### config.mk
export PLATFORM = sky130hd
export DESIGN_NAME = card_clk_gen
export DESIGN_NICKNAME = d
export VERILOG_FILES = /design/src/rtl/card_clk_pkg.sv /design/src/rtl/card_clk_div.sv /design/src/rtl/card_clk_ctrl.sv /design/src/rtl/card_clk_gen.sv
export SDC_FILE = /design/constraint.sdc
export NUM_CORES = 1
export LEC_CHECK = 0
export ABC_CLOCK_PERIOD_IN_PS = 5500
export CAP_MARGIN = 10
export CELL_PAD_IN_SITES_DETAIL_PLACEMENT = 0
export CELL_PAD_IN_SITES_GLOBAL_PLACEMENT = 1
export CORE_AREA = 3 3 105 107
export DETAILED_ROUTE_END_ITERATION = 12
export DIE_AREA = 0 0 108 110
export DONT_BUFFER_PORTS = 1
export PLACE_DENSITY = 0.86
export SYNTH_ARGS = -nofsm -noshare
export SYNTH_HDL_FRONTEND = slang
export SYNTH_SLANG_ARGS = --single-unit
### constraint.sdc
create_clock -name clk -period 5.5 [get_ports clk]
set_input_delay 0.55 -clock clk [delete_from_list [all_inputs] [get_ports clk]]
set_output_delay 0.55 -clock clk [all_outputs]
set_load 0.01 [all_outputs]
### src/rtl/card_clk_pkg.sv
package card_clk_pkg;
  localparam int DIV_W  = 8;
  localparam int RATE_W = 8;
  localparam int TMO_W  = 16;
  localparam int CFG_W  = TMO_W + DIV_W + RATE_W;
  localparam int HALF_W = DIV_W - 1;

  // control -> divider
  typedef struct packed {
    logic              hold;
    logic [HALF_W-1:0] halfPre;
    logic [RATE_W-1:0] rate;
  } divCtl_t;

  // divider -> control
  typedef struct packed {
    logic periodEnd;
    logic cardClk;
    logic shiftEn;
  } divEvt_t;
endpackage

### src/rtl/card_clk_div.sv
module card_clk_div
  import card_clk_pkg::*;
(
  input  logic    clk,
  input  logic    rstN,
  input  divCtl_t ctl,
  output logic    cardClk,
  output logic    shiftEn,
  output divEvt_t evt
);
  logic [HALF_W-1:0] preCnt;
  logic [RATE_W-1:0] rateCnt;
  logic preDone, rateDone, toggle;

  assign preDone  = (preCnt == ctl.halfPre - HALF_W'(1));
  assign rateDone = (rateCnt == ctl.rate);
  assign toggle   = preDone & rateDone & ~ctl.hold;

  always_ff @(posedge clk) begin
    if (!rstN || ctl.hold) begin
      preCnt  <= '0;
      rateCnt <= '0;
      cardClk <= 1'b0;
      shiftEn <= 1'b0;
    end else if (preDone) begin
      preCnt <= '0;
      if (rateDone) begin
        rateCnt <= '0;
        cardClk <= ~cardClk;
        shiftEn <= ~cardClk;
      end else begin
        rateCnt <= rateCnt + RATE_W'(1);
        shiftEn <= 1'b0;
      end
    end else begin
      preCnt  <= preCnt + HALF_W'(1);
      shiftEn <= 1'b0;
    end
  end

  assign evt.periodEnd = toggle & cardClk;
  assign evt.cardClk   = cardClk;
  assign evt.shiftEn   = shiftEn;
endmodule

### src/rtl/card_clk_ctrl.sv
module card_clk_ctrl
  import card_clk_pkg::*;
#(
  parameter int UNIT_LOG2 = 12
) (
  input  logic             clk,
  input  logic             rstN,
  input  logic             cfgWe,
  input  logic [CFG_W-1:0] cfgData,
  input  logic             runClk,
  input  logic             dataStart,
  input  logic             dataStop,
  input  logic             activity,
  input  divEvt_t          evt,
  output divCtl_t          ctl,
  output logic             dataTimeout
);
  localparam logic [CFG_W-1:0] RST_CFG = {{TMO_W{1'b1}}, DIV_W'(2), RATE_W'(0)};

  logic [CFG_W-1:0]  activeCfg, pendCfg;
  logic              pendValid, hold, applyNow;
  logic [DIV_W-1:0]  divRaw;
  logic [TMO_W-1:0]  tmoRaw, tmoLoad, tmoCnt;
  logic [UNIT_LOG2-1:0] unitCnt;
  logic              phaseOn;

  assign hold     = ~runClk & ~evt.cardClk;
  assign applyNow = pendValid & (evt.periodEnd | hold);

  // Timing word: deferred to the end of a period or to idle
  always_ff @(posedge clk) begin
    if (!rstN) begin
      activeCfg <= RST_CFG;
      pendCfg   <= RST_CFG;
      pendValid <= 1'b0;
    end else begin
      if (applyNow) activeCfg <= pendCfg;
      if (cfgWe) begin
        pendCfg   <= cfgData;
        pendValid <= 1'b1;
      end else if (applyNow) begin
        pendValid <= 1'b0;
      end
    end
  end

  assign divRaw      = activeCfg[RATE_W +: DIV_W];
  assign ctl.hold    = hold;
  assign ctl.rate    = activeCfg[RATE_W-1:0];
  assign ctl.halfPre = (divRaw < DIV_W'(2)) ? HALF_W'(1) : divRaw[DIV_W-1:1];

  assign tmoRaw  = activeCfg[CFG_W-1 -: TMO_W];
  assign tmoLoad = (tmoRaw == '0) ? TMO_W'(1) : tmoRaw;

  // Data-phase countdown in units of 2**UNIT_LOG2 card clocks
  always_ff @(posedge clk) begin
    if (!rstN) begin
      phaseOn     <= 1'b0;
      dataTimeout <= 1'b0;
      tmoCnt      <= '0;
      unitCnt     <= '0;
    end else if (dataStart) begin
      phaseOn     <= 1'b1;
      dataTimeout <= 1'b0;
      tmoCnt      <= tmoLoad;
      unitCnt     <= '0;
    end else if (dataStop) begin
      phaseOn <= 1'b0;
    end else if (activity) begin
      tmoCnt  <= tmoLoad;
      unitCnt <= '0;
    end else if (phaseOn && evt.shiftEn && tmoCnt != '0) begin
      unitCnt <= unitCnt + UNIT_LOG2'(1);
      if (&unitCnt) begin
        tmoCnt <= tmoCnt - TMO_W'(1);
        if (tmoCnt == TMO_W'(1)) dataTimeout <= 1'b1;
      end
    end
  end
endmodule

### src/rtl/card_clk_gen.sv
module card_clk_gen
  import card_clk_pkg::*;
#(
  parameter int UNIT_LOG2 = 12
) (
  input  logic        clk,
  input  logic        rstN,
  input  logic        cfgWe,
  input  logic [31:0] cfgData,
  input  logic        runClk,
  input  logic        dataStart,
  input  logic        dataStop,
  input  logic        activity,
  output logic        cardClk,
  output logic        shiftEn,
  output logic        dataTimeout
);
  divCtl_t divCtl;
  divEvt_t divEvt;

  card_clk_ctrl #(.UNIT_LOG2(UNIT_LOG2)) ctrl_i (
    .clk(clk), .rstN(rstN), .cfgWe(cfgWe), .cfgData(cfgData),
    .runClk(runClk), .dataStart(dataStart), .dataStop(dataStop),
    .activity(activity), .evt(divEvt), .ctl(divCtl),
    .dataTimeout(dataTimeout)
  );

  card_clk_div div_i (
    .clk(clk), .rstN(rstN), .ctl(divCtl),
    .cardClk(cardClk), .shiftEn(shiftEn), .evt(divEvt)
  );
endmodule

==> impl_metrics.py <==
metrics = {
    "place": {
        "gp_congestion": 0.857,
        "dpl.hpwl_um": 7560,
        "io_buffers": 0,
        "place_area_sq_um": 5290,
        "place_ws_ns": 2.31,
    },
    "global_route": {
        "antenna_found_initial": 0,
        "grt_pass1_vias": 4042,
        "gr-usage-all-layers": 0.201,
        "grt_overflow_total": 0,
        "grt_pass1_wl_um": 19200,
        "grt_max_degree": 65,
    },
    "die": {
        "start_util": 0.514,
        "io_pins": 42,
        "die_x_um": 108,
        "fp.dieArea_sq_um": 11900,
        "die_h_um": 110,
        "fp-row-count": 37,
        "core-area_sq_um": 10200,
    },
    "cts": {
        "clkLatencyLatePin_ns": 0.39,
        "cts_buffers": 9,
        "cts-root-buf": "clkbuf_8",
        "cts.sinks": 110,
        "cts_buffer_depth": 2,
        "postCtsHoldBufs": 0,
        "cts_setup_buffers": 0,
        "cts_tree": "yes",
        "cts_resized": 0,
        "cts_htree_levels": 3,
        "clk_pin_slew_ns": 0.10,
    },
    "status": {
        "status": "finished, final reports clean",
    },
    "cells_and_area": {
        "diodes": 0,
        "seqCellArea_sq_um": 2200,
        "area_growth_pct": 4.24,
        "final_area_sq_um": 5480,
        "multi_input_area_sq_um": 2850,
        "fin_util": 0.536,
        "n_fill_cell": 927,
        "nets": 628,
        "drive_gt1_frac": 0.0612,
    },
    "power": {
        "cellLeakagePower_nw": 2.32,
        "clockPowerShare": 0.284,
        "seq_power_share": 0.541,
        "power_density_nw_per_um2": 299,
        "p_switching_uw": 503,
        "vdd_drop_max_mv": 0.260,
        "p_comb_frac": 0.175,
        "p_int_mw": 1.13,
        "total_power_mw": 1.64,
        "p_sw_frac": 0.307,
    },
    "synthesis": {
        "avgSynthCellArea_sq_um": 8.76,
        "postSynthCellCount": 600,
        "synthFlopType": "dfxtp_1",
        "synth-edff-count": 0,
        "synth.area.mux_share": 0.120,
        "synthTopCellsByArea": "dfxtp_1 42%, mux2i_1 12%, nand2_1 6.1%",
        "synth_compound_area_frac": 0.142,
        "synth_top_family_by_area": "simple AND/OR/NAND/NOR gates",
        "synth_top_area_cell": "dfxtp_1",
        "synth_top_area_share": 0.419,
        "synth_fa_ha_area_frac": 0.0143,
        "synthSimpleGateAreaFrac": 0.216,
        "synth_area_sq_um": 5260,
        "ys_seq_area_frac": 0.419,
        "yosysUniqueCellTypes": 59,
        "syn-num-nets": 645,
        "yosysWarnings": 0,
        "async_flop_share": 0,
        "synthXorXnorAreaFrac": 0.0500,
        "ys_seq_elements": 110,
    },
    "drt": {
        "drc": 0,
        "drt_pass1_iterations": 5,
        "drt_wl_total_um": 11100,
        "post_drt_wl_per_cell_um": 15.3,
        "drt_iter0_markers": 249,
        "ant_nets": 0,
        "vias": 4103,
        "viasPerCell": 5.67,
    },
    "critical_path": {
        "path_cells": "nor3_1, a31oi_1, ha_1, xor2_1, nand2_1, a2111oi_1, o211a_1, a31oi_4, buf_4, mux2i_1",
        "slowest_stage": "a2111oi_1",
        "cp.arrival_ns": 3.48,
        "crit_required_ns": 5.76,
        "crit_type": "reg -> reg",
        "crit_path_max_incr_delay_ns": 0.61,
        "cp_num_buf_inv": 1,
        "crit_path_end_kind": "flop",
        "cp-start-kind": "flop",
        "cp_max_fo": 31,
        "cp_top_family": "compound AO/OA/AOI/OAI gates",
    },
    "timing": {
        "worst_pin_slew_ns": 1.16,
        "finalHoldViolations": 0,
        "tns_ns": 0,
        "setup_viol": 0,
        "fin_crit_ns": 3.22,
        "fmax_mhz": 311,
        "fin_worst_skew_ns": 0.0128,
        "grt_setup_unrepaired": "no",
        "fin_ws_ns": 2.28,
        "timing.slew.headroom": 0.221,
        "period_share": 0.585,
        "final_max_slew_viol_count": 0,
    },
    "job": {
        "maxCapViolations": 0,
    },
    "hold_path": {
        "hold_class": "in -> reg",
    },
}
-- kinds of logic after synthesis --
| group | after synthesis |
|---|---|
| adder cells (fa/ha/maj) | 6 |
| multiplexers | 63 |
| XOR/XNOR | 30 |
| buffers and inverters | 42 |
| flip-flops | 110 |
| AND/OR/NAND/NOR | 248 |
| AO/OA/AOI/OAI | 101 |
-- stage by stage --
stage          hold WS [ns]  std cells
2_1_floorplan         0.434        600
3_3_place_gp          0.448        707
3_5_place_dp          0.447        707
4_1_cts               0.201        723
5_1_grt               0.209        724
6_report              0.259        724
-- cells in the final DEF, fill, tap and decap left out, types with 2 or more instances in the layout --
master / Yosys / layout
and4_1: 2 / 2
a41oi_1: 2 / 2
nor4_2: 2 / 2
nand2b_1: 2 / 2
o2111ai_1: 4 / 4
xnor2_1: 9 / 9
a21oi_1: 27 / 27
xor2_1: 21 / 21
or4_1: 2 / 2
inv_1: 8 / 7
inv_6: 0 / 2
clkbuf_8: 0 / 10
nor4_1: 9 / 9
nor2_1: 83 / 83
and3_1: 8 / 8
nor2b_1: 5 / 5
a31oi_1: 4 / 4
clkinv_2: 0 / 2
o31ai_1: 3 / 3
nand2_1: 86 / 86
nand4_1: 2 / 2
buf_4: 2 / 6
a32o_1: 10 / 10
ha_1: 6 / 6
o211ai_1: 8 / 8
nand3_1: 11 / 11
o21a_1: 3 / 3
a21o_1: 2 / 2
a22o_1: 3 / 3
or2_2: 3 / 3
and2_1: 4 / 4
a31oi_4: 2 / 2
o21ai_0: 21 / 21
mux2i_1: 63 / 63
nor3b_1: 4 / 4
dfxtp_1: 110 / 110
nor3_1: 17 / 17
-- cell type report --
| type | instances | share of cell area |
|---|---|---|
| sequential | 110 | 0.402 |
| timing repair buffer | 6 | 0.00822 |
| multi-input combinational | 448 | 0.521 |
| tap | 136 | 0.0311 |
| clock buffer | 11 | 0.0258 |
| clock inverter | 5 | 0.00708 |
| inverter | 8 | 0.00548 |
-- worst register-to-register path, stage by stage, from the launching register on --
cell	delay (ns)
dfxtp_1	0.38
nor3_1	0.29
a31oi_1	0.14
ha_1	0.30
xor2_1	0.14
nand2_1	0.07
a2111oi_1	0.61
o211a_1	0.50
a31oi_4	0.13
buf_4	0.30
mux2i_1	0.21
-- per-layer routing --
metal  GRT usage  share of wire  vias up
li1            -              -     2071
met2       0.309           0.44       96
met4      0.0613          0.011        0
met1       0.271           0.49     1925
met5           0              0        -
met3      0.0635          0.057       11
-- flip-flops by register name, indices dropped and copies added, names as in the netlist --
signal	flops
ctrl_i.phaseOn	1
div_i.cardClk	1
ctrl_i.dataTimeout	1
div_i.preCnt	7
ctrl_i.pendValid	1
ctrl_i.tmoCnt	16
ctrl_i.pendCfg	31
ctrl_i.unitCnt	12
div_i.rateCnt	8
ctrl_i.activeCfg	31
div_i.shiftEn	1
-- power groups by stage --
stage,clock network (mW),logic [mW],registers (mW)
CTS,0.480,0.287,0.885
detailed placement,0,0.286,0.903
floorplan,0,0.259,0.889
global route,0.514,0.322,0.893
finish,0.466,0.286,0.886
global placement,0,0.279,0.902
-- synthesized netlist by cell type (all sizes together), types with 4 or more instances --
cell type    n
nor3        18
clkbuf      22
nor2b        5
nand3       11
buf         12
ha           6
o21ai       22
dfxtp      110
nor2        83
mux2i       63
a31oi        6
nand2       86
xor2        21
nor4        11
and3         8
o211ai       8
and2         6
xnor2        9
a32o        10
inv          8
nor3b        4
a21oi       27
o2111ai      4
-- path summary, 6_finish.rpt --
kind	startpoint	end	slack, ns	cells after the start
max	ctrl_i.activeCfg[11]	ctrl_i.activeCfg[2]	2.28	10
min	rstN	ctrl_i.pendCfg[19]	0.26	1
max reg2reg	ctrl_i.activeCfg[11]	ctrl_i.activeCfg[2]	2.28	10
min reg2reg	ctrl_i.pendCfg[13]	ctrl_i.activeCfg[13]	0.46	2
Power figures use the tool's default switching activity.
